File: src/rtl/wc_pkg.sv
package wc_pkg;
  typedef enum logic [2:0] {
    S_FETCH = 3'd0,
    S_INCPC = 3'd1,
    S_EX1   = 3'd2,
    S_EX2   = 3'd3,
    S_EX3   = 3'd4
  } state_t;

  localparam logic [1:0] FMT_OPR = 2'b00;
  localparam logic [1:0] FMT_LD  = 2'b01;
  localparam logic [1:0] FMT_ST  = 2'b10;
  localparam logic [1:0] FMT_LA  = 2'b11;

  localparam logic [2:0] FN_ADD  = 3'd0;
  localparam logic [2:0] FN_AMB  = 3'd1;
  localparam logic [2:0] FN_BMA  = 3'd2;
  localparam logic [2:0] FN_AND  = 3'd3;
  localparam logic [2:0] FN_OR   = 3'd4;
  localparam logic [2:0] FN_XOR  = 3'd5;

  function automatic logic skip_hit(input logic [1:0] code, input logic neg, input logic zero);
    case (code)
      2'b01:   return neg;
      2'b10:   return zero;
      2'b11:   return !neg && !zero;
      default: return 1'b0;
    endcase
  endfunction
endpackage

File: src/rtl/wc_alu.sv
module wc_alu #(
  parameter int W = 16
) (
  input  logic [W-1:0] a,
  input  logic [W-1:0] b,
  input  logic [2:0]   fn,
  output logic [W-1:0] y,
  output logic         neg,
  output logic         zero
);
  import wc_pkg::*;

  always_comb begin
    case (fn)
      FN_ADD:  y = a + b;
      FN_AMB:  y = a - b;
      FN_BMA:  y = b - a;
      FN_AND:  y = a & b;
      FN_OR:   y = a | b;
      FN_XOR:  y = a ^ b;
      default: y = b;
    endcase
  end

  assign neg  = y[W-1];
  assign zero = (y == '0);
endmodule

File: src/rtl/wc_regfile.sv
module wc_regfile #(
  parameter int W    = 16,
  parameter int NREG = 16,
  localparam int AW  = $clog2(NREG)
) (
  input  logic          clk,
  input  logic          rst,
  input  logic [AW-1:0] addr,
  input  logic          we,
  input  logic [W-1:0]  wdata,
  output logic [W-1:0]  rdata
);
  logic [W-1:0] regs [NREG];

  always_ff @(posedge clk) begin
    if (rst) begin
      for (int i = 0; i < NREG; i++) regs[i] <= '0;
    end else if (we) begin
      regs[addr] <= wdata;
    end
  end

  assign rdata = regs[addr];

  // one edge after a write, the same location reads back the written value
  a_r8_write_visible: assert property (@(posedge clk) disable iff (rst)
    we |=> (($past(addr) != addr) || (rdata == $past(wdata))));
endmodule

File: src/rtl/wc_seq.sv
module wc_seq (
  input  logic            clk,
  input  logic            rst,
  input  logic            is_opr,
  output wc_pkg::state_t  state
);
  import wc_pkg::*;

  state_t nxt;

  always_comb begin
    case (state)
      S_FETCH: nxt = S_INCPC;
      S_INCPC: nxt = S_EX1;
      S_EX1:   nxt = S_EX2;
      S_EX2:   nxt = is_opr ? S_EX3 : S_FETCH;
      default: nxt = S_FETCH;
    endcase
  end

  always_ff @(posedge clk) begin
    if (rst) state <= S_FETCH;
    else     state <= nxt;
  end

  a_r7_fetch_two_cycles: assert property (@(posedge clk) disable iff (rst)
    (state == S_FETCH) |=> (state == S_INCPC));
  a_r7_mem_fmt_returns: assert property (@(posedge clk) disable iff (rst)
    (state == S_EX2 && !is_opr) |=> (state == S_FETCH));
  a_r7_third_cycle_ends: assert property (@(posedge clk) disable iff (rst)
    (state == S_EX3) |=> (state == S_FETCH));
endmodule

File: src/rtl/wordcpu.sv
module wordcpu #(
  parameter int W    = 16,
  parameter int NREG = 16
) (
  input  logic         clk,
  input  logic         rst,
  output logic [W-1:0] mem_addr,
  output logic [W-1:0] mem_wdata,
  input  logic [W-1:0] mem_rdata,
  output logic         mem_we
);
  import wc_pkg::*;

  localparam int RA    = $clog2(NREG);
  localparam int LOW_W = W - 2 - 2 * RA;
  localparam int R1_LO = W - 2 - RA;
  localparam int R2_LO = LOW_W;

  state_t          state;
  logic [W-1:0]    ir;
  logic [W-1:0]    tmp;
  logic            skip_q;

  logic [RA-1:0]   rf_addr;
  logic            rf_we;
  logic [W-1:0]    rf_wd;
  logic [W-1:0]    rf_rd;

  logic [W-1:0]    alu_b;
  logic [2:0]      alu_fn;
  logic [W-1:0]    alu_y;
  logic            alu_neg;
  logic            alu_zero;

  logic [1:0]      f_fmt;
  logic [RA-1:0]   f_ra;
  logic [RA-1:0]   f_rb;
  logic [2:0]      f_fn;
  logic [1:0]      f_sk;
  logic            f_wb;
  logic [W-1:0]    f_off;

  assign f_fmt = ir[W-1 -: 2];
  assign f_ra  = ir[R1_LO +: RA];
  assign f_rb  = ir[R2_LO +: RA];
  assign f_fn  = ir[LOW_W-1 -: 3];
  assign f_sk  = ir[2:1];
  assign f_wb  = ir[0];
  assign f_off = {{(W-LOW_W){ir[LOW_W-1]}}, ir[LOW_W-1:0]};

  wc_seq u_seq (
    .clk    (clk),
    .rst    (rst),
    .is_opr (f_fmt == FMT_OPR),
    .state  (state)
  );

  wc_regfile #(.W(W), .NREG(NREG)) u_rf (
    .clk   (clk),
    .rst   (rst),
    .addr  (rf_addr),
    .we    (rf_we),
    .wdata (rf_wd),
    .rdata (rf_rd)
  );

  wc_alu #(.W(W)) u_alu (
    .a    (rf_rd),
    .b    (alu_b),
    .fn   (alu_fn),
    .y    (alu_y),
    .neg  (alu_neg),
    .zero (alu_zero)
  );

  always_comb begin
    rf_addr   = '0;
    rf_we     = 1'b0;
    rf_wd     = alu_y;
    alu_b     = W'(1);
    alu_fn    = FN_ADD;
    mem_addr  = rf_rd;
    mem_wdata = rf_rd;
    mem_we    = 1'b0;
    case (state)
      S_FETCH: rf_addr = '0;
      S_INCPC: begin
        rf_addr = '0;
        rf_we   = 1'b1;
      end
      S_EX1: begin
        rf_addr = f_rb;
        alu_b   = f_off;
      end
      S_EX2: begin
        rf_addr = f_ra;
        case (f_fmt)
          FMT_OPR: begin
            alu_b  = tmp;
            alu_fn = f_fn;
            rf_we  = f_wb;
          end
          FMT_LD: begin
            mem_addr = tmp;
            rf_wd    = mem_rdata;
            rf_we    = 1'b1;
          end
          FMT_ST: begin
            mem_addr = tmp;
            mem_we   = 1'b1;
          end
          default: begin
            rf_wd = tmp;
            rf_we = 1'b1;
          end
        endcase
      end
      default: begin
        rf_addr = '0;
        rf_we   = skip_q;
      end
    endcase
  end

  always_ff @(posedge clk) begin
    if (rst) begin
      ir     <= '0;
      tmp    <= '0;
      skip_q <= 1'b0;
    end else begin
      if (state == S_FETCH) ir <= mem_rdata;
      if (state == S_EX1)   tmp <= (f_fmt == FMT_OPR) ? rf_rd : alu_y;
      if (state == S_EX2)   skip_q <= (f_fmt == FMT_OPR) && skip_hit(f_sk, alu_neg, alu_zero);
    end
  end

  // first cycle after reset fetches from address zero without writing
  a_r8_reset_fetch_zero: assert property (@(posedge clk) disable iff (rst)
    $past(rst) |-> (mem_addr == '0 && !mem_we));
  // the word present during fetch becomes the instruction
  a_r9_ir_capture: assert property (@(posedge clk) disable iff (rst)
    (state == S_FETCH) |=> (ir == $past(mem_rdata)));
  // the fetch after an operate starts one word further when the skip was taken
  a_r3_skip_advances_pc: assert property (@(posedge clk) disable iff (rst)
    (state == S_EX3) |=> (mem_addr == $past(rf_rd) + ($past(skip_q) ? W'(1) : W'(0))));
  // a write strobe is always preceded by the address-forming cycle
  a_r7_write_after_ea: assert property (@(posedge clk) disable iff (rst)
    mem_we |-> ($past(state) == S_EX1));
endmodule

File: config.mk
export PLATFORM = sky130hd
export DESIGN_NAME = wordcpu
export DESIGN_NICKNAME = d
export VERILOG_FILES = /design/src/rtl/wc_pkg.sv /design/src/rtl/wc_alu.sv /design/src/rtl/wc_regfile.sv /design/src/rtl/wc_seq.sv /design/src/rtl/wordcpu.sv
export SDC_FILE = /design/constraint.sdc
export NUM_CORES = 1
export LEC_CHECK = 0
export BUFFER_PORTS_ARGS = -buffer_cell sky130_fd_sc_hd__buf_2
export CORE_MARGIN = 3
export CORE_UTILIZATION = 63
export CTS_BUF_LIST = sky130_fd_sc_hd__clkbuf_16
export DETAILED_ROUTE_END_ITERATION = 6
export PLACE_DENSITY = 0.9
export SLEW_MARGIN = 40
export SYNTH_ARGS = -nofsm -noshare
export SYNTH_HDL_FRONTEND = slang
export SYNTH_SLANG_ARGS = --single-unit
File: constraint.sdc
create_clock -name clk -period 7.75 [get_ports clk]
set_clock_uncertainty 0.1 [all_clocks]
set_input_delay 1.9375 -clock clk [delete_from_list [all_inputs] [get_ports clk]]
set_output_delay 1.9375 -clock clk [all_outputs]
set_load 0.02 [all_outputs]
Yosys cells after proc, flatten, opt, wreduce, memory -nomap -nowiden:

Memories as Yosys holds them, arrays and structs flattened.
Cells that the tools add are included.

* reduce and logical (&&, ||, !) cells: 12
* div/mod/pow operators: 0
* bitwise gates (word level): 3
* equality and inequality tests: 13
* order comparisons: 0
* mux-type cells: 28
* add/subtract/negate cells: 3
* shifts and indexed selects: 0
* $mul: 0

Operators with widths (number)
* two-way mux 16 bit: 6
* case mux 16 bit (6 select lines): 1
* case mux 16 bit (2 select lines): 2
* subtractor 16 bit: 2
* adder 16 bit: 1
* bitwise AND 16 bit: 1
* logical NOT 16 bit: 1
* bitwise OR 16 bit: 1
* OR reduction 16 bit: 1
* bitwise XOR 16 bit: 1
* equality test 3 x 2 -> 1 bit, second input constant: 4
* case mux 3 bit (4 select lines): 1
* two-way mux 1 bit: 10
* two-way mux 3 bit: 3
* case mux 4 bit (2 select lines): 1
* equality test 2 bit, second input constant: 3
* equality test 3 x 1 -> 1 bit, second input constant: 2
* equality test 3 bit, second input constant: 2
* logical NOT 3 bit: 2
* case mux 1 bit (3 select lines): 2
* OR reduction 2 bit: 3
* equality test 2 x 1 -> 1 bit, second input constant: 2
* two-way mux 4 bit: 1
* logical AND 1 bit: 2
* other kinds (3): 4

* logic and storage cells: 64
* memory bits (writable): 256
* register bits: 36
* bits in latches: 0
* bits in read-only memories: 0
* input bits: 18
* memories kept: 1

Memories
* u_rf.regs: depth 16, bits a word 16, rd ports 1, clocked after memory_dff 0, wr ports 16, line wc_regfile.sv:13 `logic [W-1:0] regs [NREG];`

Depth between registers and ports, before layout:

* depth after elaboration: 12
* gate-level depth with buffers: 29

Cells and area by module:

From an unflattened synthesis, not the netlist that was laid out.

* cell total of the unflattened synthesis: 1451
* area total of the unflattened synthesis: 16971.3 µm²

By module, submodules not included
* wc_regfile: area each 11582.4 µm², sequential area each 7687.4 µm², times used 1, cells an instance 724
* wc_alu: area each 3049.2 µm², sequential area each 0.0 µm², times used 1, cells an instance 430
* wordcpu: area each 2245.9 µm², sequential area each 660.6 µm², times used 1, cells an instance 289
* wc_seq: area each 93.8 µm², sequential area each 60.1 µm², times used 1, cells an instance 8

Least setup slack after synthesis:

Ideal clock, no wire load.

* kind: flip-flop to flip-flop
* start point: register u_seq.state[0]
* end point: memory u_rf.regs[10][10] (data pin)
* path buffers: 3
* arrival time: 5.844 ns
* data required time: 7.384 ns
* setup time: 0.266 ns
* setup slack: 1.540 ns
* stages on the path, launching flop included: 25
* path through: dfxtp_1 > buf_4 > mux2_4 > nand2_4 > buf_2 > mux4_2 > nand2_1 > nand4_1 > inv_1 > ha_1 > nor2_1 > xnor2_1 > ha_1 > nor2b_1 > o31ai_1 > a21oi_1 > a311oi_1 > xnor2_1 > a221oi_1 > o22ai_1 > a22oi_1 > nor2_1 > a221oi_1 > clkbuf_1 > nor2_1

RTL lines
* from (decl): line wc_seq.sv:5 `output wc_pkg::state_t state`
* from (signal assigned): line wc_seq.sv:23 `else state <= nxt;`
* to (decl): line wc_regfile.sv:13

==> run summary <==
status -> completed
count of yosys warnings during synthesis -> 0
Max Freq -> 0.144 GHz
number of antenna-violating nets in the routed design -> 0
leading area contributor after synthesis -> edfxtp_1
Setup Viol. Count Final -> 0
RSZ-0062 raised after global routing -> no
post-synthesis sequential element count -> 292
Synth Flop Type -> edfxtp_1
number of vias after detailed routing -> 13106
Synth Area per Inst -> 10.8 µm²
total number of placement rows -> 58
number of search-and-repair iterations in the first detailed-routing pass -> 6
Critical Path End Type -> flip-flop
worst setup slack before clock tree synthesis -> 1.02 ns
setup tns final -> 0 ns
Netlist cell types -> 77
area of all placed cells without fillers -> 0.0177 mm²
minimum period implied by the final worst setup slack -> 6.96 ns
overall global routing resource usage -> 0.342
antenna violations before repair -> 0
wire length of the first global-routing pass -> 74000 µm
starting density of the core -> 0.642
post-layout util -> 0.701
part of the cycle the worst path needs -> 0.898
DRC violations left -> 0
dpl cell area -> 0.0169 mm²
number of violations of the max-capacitance limit -> 0
ratio of cells with drive above 1 in the final layout -> 0.162
clock transition at the registers of the reported paths -> 0.07 ns
post-cts sizing count -> 0
Critical Path Start Type -> flip-flop
post-layout total power -> 4670 µW
WL per Instance -> 25.9 µm
final count of pins violating max slew -> 0
synthesized area -> 0.0162 mm²
total of buffers placed on input and output ports -> 50
CTS Root Buffer Type -> clkbuf_16
Max clock buf depth -> 3
post-detailed-routing wire length -> 48500 µm
post-synthesis cell count -> 1499
number of buffers created by CTS -> 27
H-tree levels -> 1
critical path start-end classification -> reg -> reg
die span in x -> 166 µm
Die Ht -> 166 µm
total core area -> 0.0253 mm²
most common cell in the synthesized netlist -> nor2_1
sequential element share of the synthesized area -> 0.518
placed wire-length estimate after detailed placement -> 32600 µm
number of antenna repair diodes -> 0
via-per-instance ratio -> 7.01
clock sink count -> 292
Filler cells -> 1693
top cell types by occurrence after synthesis -> nor2_1, edfxtp_1, nand2_1, a21oi_1, clkbuf_1
post-layout worst setup margin -> 0.789 ns
source-to-sink clock delay at the later pin of the worst-skew pair -> 0.54 ns
Overflow after GRT -> 0
Data arrival, critical path -> 7.11 ns
Hold Fails Final Rpt -> 0
Iteration-0 DRC Markers -> 2181
area share of the largest cell type after synthesis -> 0.474
hold bufs inserted after CTS -> 0
I/O pin count -> 51
Tightest Pin Transition -> 0.876 ns
Die Area -> 0.0277 mm²
pwr dens -> 263 mW/mm²
leakage power summed over all cells -> 0.00696 µW
async set-reset flop share out of synthesis -> 0
Post-Synthesis Net Count -> 1588
Crit path required time -> 7.90 ns
maximum fanout along the worst path -> 66
via count of the first global-routing pass -> 12717
EDFF count, synth -> 256
top cells by area in the synthesized netlist -> edfxtp_1, mux4_2, nor2_1
Slew Limit Headroom -> 0.415
pin count of the biggest net entering global routing -> 67
highest ir drop seen on vdd -> 0.217 mV
final net count -> 1611
placer's final routability congestion estimate -> 0.953
post-CTS setup buffer count -> 0
type of the tightest min-delay check -> reg -> reg
area overhead of the layout relative to synthesis -> 9.18%
CTS tree -> done
## state kept, by name (all words and copies together) (netlist names)
name,cells
skip_q,1
tmp,16
u_rf.regs,256
ir,16
u_seq.state,3
## power breakdown
| part | switching, µW | total (µW) | internal (µW) |
|---|---|---|---|
| registers | 44.3 | 1830 | 1780 |
| logic | 1080 | 1600 | 517 |
| clock network | 575 | 1240 | 662 |
| total | 1700 | 4670 | 2960 |
## stage by stage
| stage | hold WS [ns] | cells |
|---|---|---|
| after floorplan | 0.333 | 1499 |
| after global placement | 0.347 | 1823 |
| after detailed placement | 0.359 | 1823 |
| after CTS | 0.369 | 1870 |
| after global routing | 0.382 | 1870 |
| final | 0.369 | 1870 |
## metal layers
metal / up-vias / part of all wire / global-route usage
met4: 0 / 0.071 / 0.189
met5: - / 0 / 0
li1: 5508 / - / -
met3: 252 / 0.12 / 0.0525
met1: 6227 / 0.34 / 0.448
met2: 1119 / 0.47 / 0.556
## critical path, stage by stage (launching register included)
cell	delay, ns
dfxtp_1	0.52
nand2b_1	0.25
nor2_4	0.18
buf_12	0.34
mux4_2	0.37
a22oi_1	0.37
nand2_1	0.11
buf_4	0.19
nor3_1	0.37
nand4_1	0.28
o21ai_0	0.27
xnor2_1	0.10
ha_1	0.39
a21oi_1	0.21
o21ai_0	0.21
nor2b_1	0.18
a2111oi_0	0.40
buf_4	0.21
xnor2_1	0.11
o21ai_0	0.08
o21ai_0	0.10
o21ai_0	0.31
a22oi_1	0.26
nor2_1	0.08
a221oi_2	0.22
buf_4	0.32
nor2_1	0.08
## final timing paths
kind | startpoint | to | slack (ns) | cells past startpoint
min | ir[9]$_SDFFE_PP0P_ | ir[9]$_SDFFE_PP0P_ | 0.37 | 2
max reg2reg | u_seq.state[1]$_SDFF_PP0_ | u_rf.regs[9][13]$_SDFFCE_PN0P_ | 0.79 | 26
min reg2reg | ir[9]$_SDFFE_PP0P_ | ir[9]$_SDFFE_PP0P_ | 0.37 | 2
max | u_seq.state[1]$_SDFF_PP0_ | u_rf.regs[9][13]$_SDFFCE_PN0P_ | 0.79 | 26
## kinds of logic after synthesis
group,count (synthesis),share of synthesized area
AND/OR/NAND/NOR,580,0.152
AO/OA/AOI/OAI,277,0.114
XOR/XNOR,29,0.0157
multiplexers,91,0.104
buffers and inverters,159,0.0407
adder cells (fa/ha/maj),71,0.0557
flip-flops,292,0.518
## cell usage in the layout, fill, tap and decap left out, types with 5 or more instances in the layout
| cell | instances |
|---|---|
| edfxtp_1 | 256 |
| mux4_2 | 60 |
| nor2_1 | 339 |
| a21oi_1 | 86 |
| mux2i_1 | 20 |
| or4_1 | 6 |
| mux2_2 | 9 |
| ha_1 | 69 |
| nor3_1 | 20 |
| a22oi_1 | 45 |
| clkbuf_16 | 27 |
| nand4_1 | 7 |
| a221oi_1 | 5 |
| nand2_2 | 9 |
| o21a_1 | 7 |
| buf_4 | 44 |
| inv_1 | 64 |
| nand3_1 | 19 |
| a211oi_1 | 17 |
| xnor2_1 | 27 |
| clkinv_1 | 7 |
| or3_1 | 7 |
| a221oi_2 | 13 |
| buf_2 | 50 |
| o21ai_0 | 34 |
| and3_1 | 5 |
| nand2b_1 | 9 |
| o22ai_1 | 8 |
| a31oi_1 | 9 |
| o211ai_1 | 10 |
| nor2_2 | 11 |
| nand2_1 | 117 |
| dfxtp_1 | 36 |
| nor2b_1 | 7 |
## final cells by class
type | instances | area [µm²] | area share
clock inverter | 20 | 115 | 0.00650
inverter | 58 | 218 | 0.0123
multi-input combinational | 1048 | 7280 | 0.411
tap | 330 | 413 | 0.0233
timing repair buffer | 95 | 601 | 0.0339
clock buffer | 27 | 676 | 0.0381
sequential | 292 | 8410 | 0.475
Power figures use the tool's default switching activity.
